--- src/rtl/wic_pkg.sv ---
package wic_pkg;

  // Which single outcome the arbiter selected for the issue slot.
  typedef enum logic [1:0] {
    FK_NONE    = 2'd0,
    FK_PRIV    = 2'd1,
    FK_DIVERGE = 2'd2,
    FK_TRAP    = 2'd3
  } fault_kind_e;

  // Width of a thread count able to hold 0..n.
  function automatic int cnt_width(input int n);
    return $clog2(n + 1);
  endfunction

  // Width of an index into n items, never below one bit.
  function automatic int idx_width(input int n);
    return (n > 1) ? $clog2(n) : 1;
  endfunction

endpackage

--- src/rtl/wic_thread_count.sv ---
module wic_thread_count #(
  parameter int NUM_THREADS = 8,
  parameter int NUM_PREDS   = 4,
  localparam int CNT_W  = wic_pkg::cnt_width(NUM_THREADS),
  localparam int PIDX_W = wic_pkg::idx_width(NUM_PREDS)
) (
  input  logic                           pred_used,
  input  logic [PIDX_W-1:0]              pred_sel,
  input  logic [NUM_THREADS*NUM_PREDS-1:0] pred_bits,
  input  logic [NUM_THREADS-1:0]         thread_mask,
  input  logic [CNT_W-1:0]               active_cnt,
  output logic [CNT_W-1:0]               live_cnt,
  output logic [CNT_W-1:0]               taken_cnt
);

  logic [NUM_THREADS-1:0] live_vec;
  logic [NUM_THREADS-1:0] taken_vec;

  // Per-lane qualification: inside the active range, enabled, predicate true.
  for (genvar t = 0; t < NUM_THREADS; t++) begin : g_lane
    logic [NUM_PREDS-1:0] lane_preds;
    logic                 in_range;
    assign lane_preds  = pred_bits[t*NUM_PREDS +: NUM_PREDS];
    assign in_range    = CNT_W'(t) < active_cnt;
    assign live_vec[t] = in_range & thread_mask[t];
    assign taken_vec[t] = live_vec[t] & (~pred_used | lane_preds[pred_sel]);
  end

  always_comb begin
    live_cnt  = '0;
    taken_cnt = '0;
    for (int i = 0; i < NUM_THREADS; i++) begin
      live_cnt  = live_cnt  + CNT_W'(live_vec[i]);
      taken_cnt = taken_cnt + CNT_W'(taken_vec[i]);
    end
  end

endmodule

--- config.mk ---
export PLATFORM = sky130hd
export DESIGN_NAME = wic_thread_count
export DESIGN_NICKNAME = d
export VERILOG_FILES = /design/src/rtl/wic_pkg.sv /design/src/rtl/wic_thread_count.sv
export SDC_FILE = /design/constraint.sdc
export NUM_CORES = 1
export LEC_CHECK = 0
export ABC_AREA = 1
export BUFFER_PORTS_ARGS = -buffer_cell sky130_fd_sc_hd__buf_2
export CORE_MARGIN = 3
export CORE_UTILIZATION = 50
export DETAILED_ROUTE_END_ITERATION = 10
export PLACE_DENSITY_LB_ADDON = 0.15
export SETUP_SLACK_MARGIN = 0.4
export SLEW_MARGIN = 30
export SYNTH_ARGS = -nofsm -noshare
export SYNTH_HDL_FRONTEND = slang
export SYNTH_SLANG_ARGS = --single-unit
--- constraint.sdc ---
create_clock -name vclk -period 8.65
set_input_delay 1.73 -clock vclk [all_inputs]
set_output_delay 1.73 -clock vclk [all_outputs]
set_load 0.05 [all_outputs]
==> flow_summary.toml, run 1 <==
[outcome]
status = "completed"

[critical_path]
required_ns = 6.92
critPathKind = "input port to output pin"
cp_max_fo = 17
startpoint_type = "input port"
cp.arrival_ns = 5.17
end_kind = "output pin"

[placement]
io_buffers = 55
dp_hpwl_mm = 2.01
gp_congestion = 0.814
place_ws_ns = 1.73
placed_cell_area_sq_mm = 0.00117

[logic_synthesis]
seq_area_frac_synth = 0
mappedNetlistNets = 223
synth_area_sq_um = 910
synth_top_area_frac = 0.215
yosysWarnings = 0
syn_inst = 162
synth_area_leaders = "inv_1 (21%), fa_1 (18%), nand2_1 (17%)"
synth.avg_cell_area_sq_um = 5.61
synth_cell_types = 19
yosys.area.top_type = "inv_1"

[pwr]
cellPowerDensity_mw_per_mm2 = 120
ir_drop_mv = 0.155
leakagePower_uw = 0.000834

[final_layout]
nFillCells = 161
drive_gt1_frac = 0.325
seq_area_sq_um = 0
design.seq.count = 0
clkbuf_count = 0
layout.nets = 275
diodes = 0
post-route-cell-area_sq_mm = 0.00117
area_growth_pct = 28.3

[floorplanning]
die_w_um = 48.7
start_util = 0.564
dieArea_sq_mm = 0.00237
die_h_um = 48.7
coreArea_sq_mm = 0.00161
io_pins = 55
row_count = 14

[route]
ant_nets = 0
drt-total-wl_mm = 2.18
drc = 0
drt_pass1_iterations = 4
drt-initial-drc-count = 8
vias = 1036
avgRoutedWirePerCell_um = 9.24
vias_per_cell = 4.39

[timing]
grt_setup_unrepaired = "false"
tightest_slew_ns = 0.343
max_freq_mhz = 145
fin_crit_ns = 6.90
relSlewSlack = 0.770
fin_setup_tns_ns = 0
finalSetupViolCount = 0
hold_violations = 0
slew_viol_final = 0
period_share = 0.798
setup_ws_ns = 1.75

[worst_hold_path]
hold_depth = 6
hold_class = "input port to output pin"

[global_routing]
grtUsageTotal = 0.193
grt_pass1_vias = 1011
grt_max_degree = 18
gr-total-overflow = 0
antenna_found_initial = 0
grt_pass1_wl_mm = 3.91

[job]
maxCapViolCount = 0

[clock_network]
hold_buffers = 0
post_cts_resized = 0
cts_setup_buffers = 0
==> worst max-delay path: stages <==
cell and delay, ns:
buf_2 0.20, inv_6 0.17, nand2_1 0.07, nand3_1 0.06, nand3_1 0.07, nand2_1 0.06
inv_1 0.05, fa_1 0.52, inv_1 0.05, fa_1 0.54, inv_1 0.06, fa_1 0.54
ha_1 0.16, inv_1 0.05, fa_1 0.38, xnor2_1 0.16, buf_2 0.28
==> area by class of cell <==
cell class	instances	area (sq um)	share of cell area
timing repair buffer	55	275	0.236
tap	24	30.0	0.0257
inverter	56	215	0.184
multi-input combinational	101	647	0.554
==> logic make-up after synthesis <==
group | count (synthesis) | synth area share
buffers and inverters | 61 | 0.289
AO/OA/AOI/OAI | 7 | 0.0495
AND/OR/NAND/NOR | 78 | 0.384
adder cells (fa/ha/maj) | 14 | 0.259
XOR/XNOR | 2 | 0.0193
==> final timing paths <==
check / startpoint / end / slack, ns
max: pred_sel[0] / taken_cnt[2] / 1.75
min: pred_used / taken_cnt[0] / 4.16
==> metal layers <==
metal,GRT usage,routed length (um)
met1,0.250,959
met2,0.371,1080
met3,0.00920,141
met4,0,0
met5,0,0
==> per-stage QoR <==
step | std cells | hold slack, ns | utilization | power, uW
2_1_floorplan | 162 | 4.04 | - | 110
3_3_place_gp | 236 | 4.15 | 0.724 | 135
3_5_place_dp | 236 | 4.17 | 0.724 | 142
4_1_cts | 236 | 4.17 | 0.724 | 142
5_1_grt | 236 | 4.20 | 0.724 | 157
6_report | 236 | 4.16 | 0.724 | 140
==> layout by cell type (no fill, tap or decap) <==
| cell | n |
|---|---|
| inv_6 | 1 |
| o21ai_1 | 2 |
| nand3_2 | 1 |
| nor2_1 | 5 |
| a21boi_1 | 3 |
| nand2_1 | 41 |
| nand2_2 | 8 |
| fa_1 | 8 |
| inv_2 | 3 |
| o211ai_1 | 1 |
| nand3_1 | 22 |
| nor2_2 | 1 |
| ha_1 | 6 |
| buf_2 | 55 |
| inv_1 | 52 |
| a21oi_1 | 1 |
| xnor2_1 | 2 |
==> synth_stat cells <==
cell type / count
inv_1: 52
nand2_1: 41
nand3_1: 22
fa_1: 8
nand2_2: 8
ha_1: 6
nor2_1: 5
a21boi_1: 3
inv_2: 3
buf_2: 2
buf_6: 2
o21ai_1: 2
xnor2_1: 2
a21oi_1: 1
buf_8: 1
inv_6: 1
nand3_2: 1
nor2_2: 1
o211ai_1: 1
==> power by group <==
group	leakage [uW]	switching [uW]	internal [uW]	total, uW
registers	0	0	0	0
clock network	0	0	0	0
logic	0.000834	97.1	42.7	140
total	0.000834	97.1	42.7	140
No activity file was read; power rests on OpenSTA's default activity.
==> run 2, diff against run 1 <==
--- a/config.mk
+++ b/config.mk
@@ -7,8 +7,9 @@
 export LEC_CHECK = 0
 export ABC_AREA = 1
 export BUFFER_PORTS_ARGS = -buffer_cell sky130_fd_sc_hd__buf_2
+export CORE_ASPECT_RATIO = 0.7
 export CORE_MARGIN = 3
-export CORE_UTILIZATION = 50
+export CORE_UTILIZATION = 42
 export DETAILED_ROUTE_END_ITERATION = 10
 export PLACE_DENSITY_LB_ADDON = 0.15
 export SETUP_SLACK_MARGIN = 0.4
==> constraint.sdc (replaced) <==
create_clock -name vclk -period 6.15
set_input_delay 1.23 -clock vclk [all_inputs]
set_output_delay 1.23 -clock vclk [all_outputs]
set_load 0.05 [all_outputs]
==> run 2 against run 1 <==
Compared with the run above: via count rose by 4.6%; total power rose by 55%; critical path depth rose by 1; die area rose by 17%; setup slack got worse by 1.2 ns; non-clock buffer count rose by 5; sequential share of layout area did not move; cell count rose by 1.3%; first-iteration DRC count rose to 7.9 times the previous value; global-route usage fell by 3.0 points; critical path type unchanged; largest cell class unchanged.
==> flow_summary.toml, run 2 (synthesis gave the netlist of run 1 again) <==
[final_layout]
final_cell_mix = "buf_2 (51), inv_1 (50), nand2_1 (40), nand3_1 (22), nand2_2 (9)"
diodes = 0
layout_commonest_cell = "buf_2"
design.seq.count = 0
post-route-cell-area_sq_mm = 0.00128
layout.nets = 280
seq_area_sq_um = 0
area_growth_pct = 40.6
drive_gt1_frac = 0.369
fin_cells = 239
clkbuf_count = 0

[job]
maxCapViolCount = 0

[floorplanning]
start_util = 0.466
row_count = 13
coreArea_sq_mm = 0.00195
die_h_um = 44.9
dieArea_sq_mm = 0.00277
die_w_um = 61.6
io_pins = 55

[route]
drt_pass1_iterations = 3
ant_nets = 0
vias_per_cell = 4.54
drt-initial-drc-count = 63
vias = 1084
drc = 0
drt-total-wl_mm = 2.29
avgRoutedWirePerCell_um = 9.60

[pwr]
cellPowerDensity_mw_per_mm2 = 169
leakagePower_uw = 0.000878
switching_share = 0.650
ir_drop_mv = 0.0668
internal_power_uw = 75.5
clkPwrFrac = 0
p_sw_uw = 141
p_seq_frac = 0
p_total_uw = 216
p_comb_frac = 1.000

[timing]
tightest_slew_ns = 0.367
hold_ws_ns = 3.20
fin_crit_ns = 5.57
grt_setup_unrepaired = "false"
relSlewSlack = 0.754
max_freq_mhz = 179
period_share = 0.906
slew_viol_final = 0
fin_setup_tns_ns = 0
finalSetupViolCount = 0
hold_violations = 0

[critical_path]
crit_family = "adder cells"
startpoint_type = "input port"
cp_max_fo = 17
cpPeakStageDelay_ns = 0.53
end_kind = "output pin"
crit_chain = "buf_12 -> clkinv_8 -> buf_6 -> nand2_2 -> nand3_1 -> nand3_1 -> nand2_1 -> inv_1 -> fa_1 -> inv_1 -> fa_1 -> inv_1 -> fa_1 -> ha_2 -> inv_2 -> fa_2 -> xnor2_4 -> buf_6"
crit_buf_inv = 8
critPathKind = "input port to output pin"
critPathSlowestCell = "fa_1"
cp.arrival_ns = 4.34
required_ns = 4.92

[placement]
dp_hpwl_mm = 1.97
placed_cell_area_sq_mm = 0.00118
placedCellCount = 234
gp_congestion = 0.791
io_buffers = 55

[outcome]
status = "completed"

[global_routing]
grt_max_degree = 18
gr-total-overflow = 0
grtUsageTotal = 0.163
grt_pass1_vias = 870
grt_pass1_wl_mm = 3.56
antenna_found_initial = 0

[worst_hold_path]
hold_class = "input port to output pin"
## run 2: path summary, 6_finish.rpt
check,from,to,slack (ns),depth (start not counted)
worst max-delay path,pred_sel[0],taken_cnt[2],0.58,18
worst min-delay path,thread_mask[2],live_cnt[0],3.20,4
## run 2: power by group through the flow
stage	Combinational [uW]	Sequential, uW	Clock (uW)
floorplan	160	0	0
global placement	197	0	0
detailed placement	202	0	0
CTS	207	0	0
global route	237	0	0
finish	216	0	0
## run 2: routing by layer
layer	vias to the layer above	routed length, um	global-route usage
li1	576	-	-
met1	477	1090	0.249
met2	31	1070	0.276
met3	0	137	0
met4	0	0	0
met5	-	0	0
## run 2: what timing repair did
| action | in CTS | in global routing |
|---|---|---|
| pin swaps | 0 | 4 |
| hold buffers | 0 | 0 |
| endpoints found under the setup margin | 2 | 2 |
| gates resized for setup | 5 | 18 |
| buffers inserted | 1 | 4 |
## run 2: through the flow
stage	utilization	setup slack (ns)
after floorplan	-	0.449
after global placement	0.606	0.250
after detailed placement	0.606	0.176
after CTS	0.616	0.414
after global routing	0.655	0.439
final	0.655	0.576
## run 2: final cells by class
class                      count  area [sq um]
fill                         183           673
tap                           22          27.5
inverter                      56           223
multi-input combinational    101           678
timing repair buffer          60           350
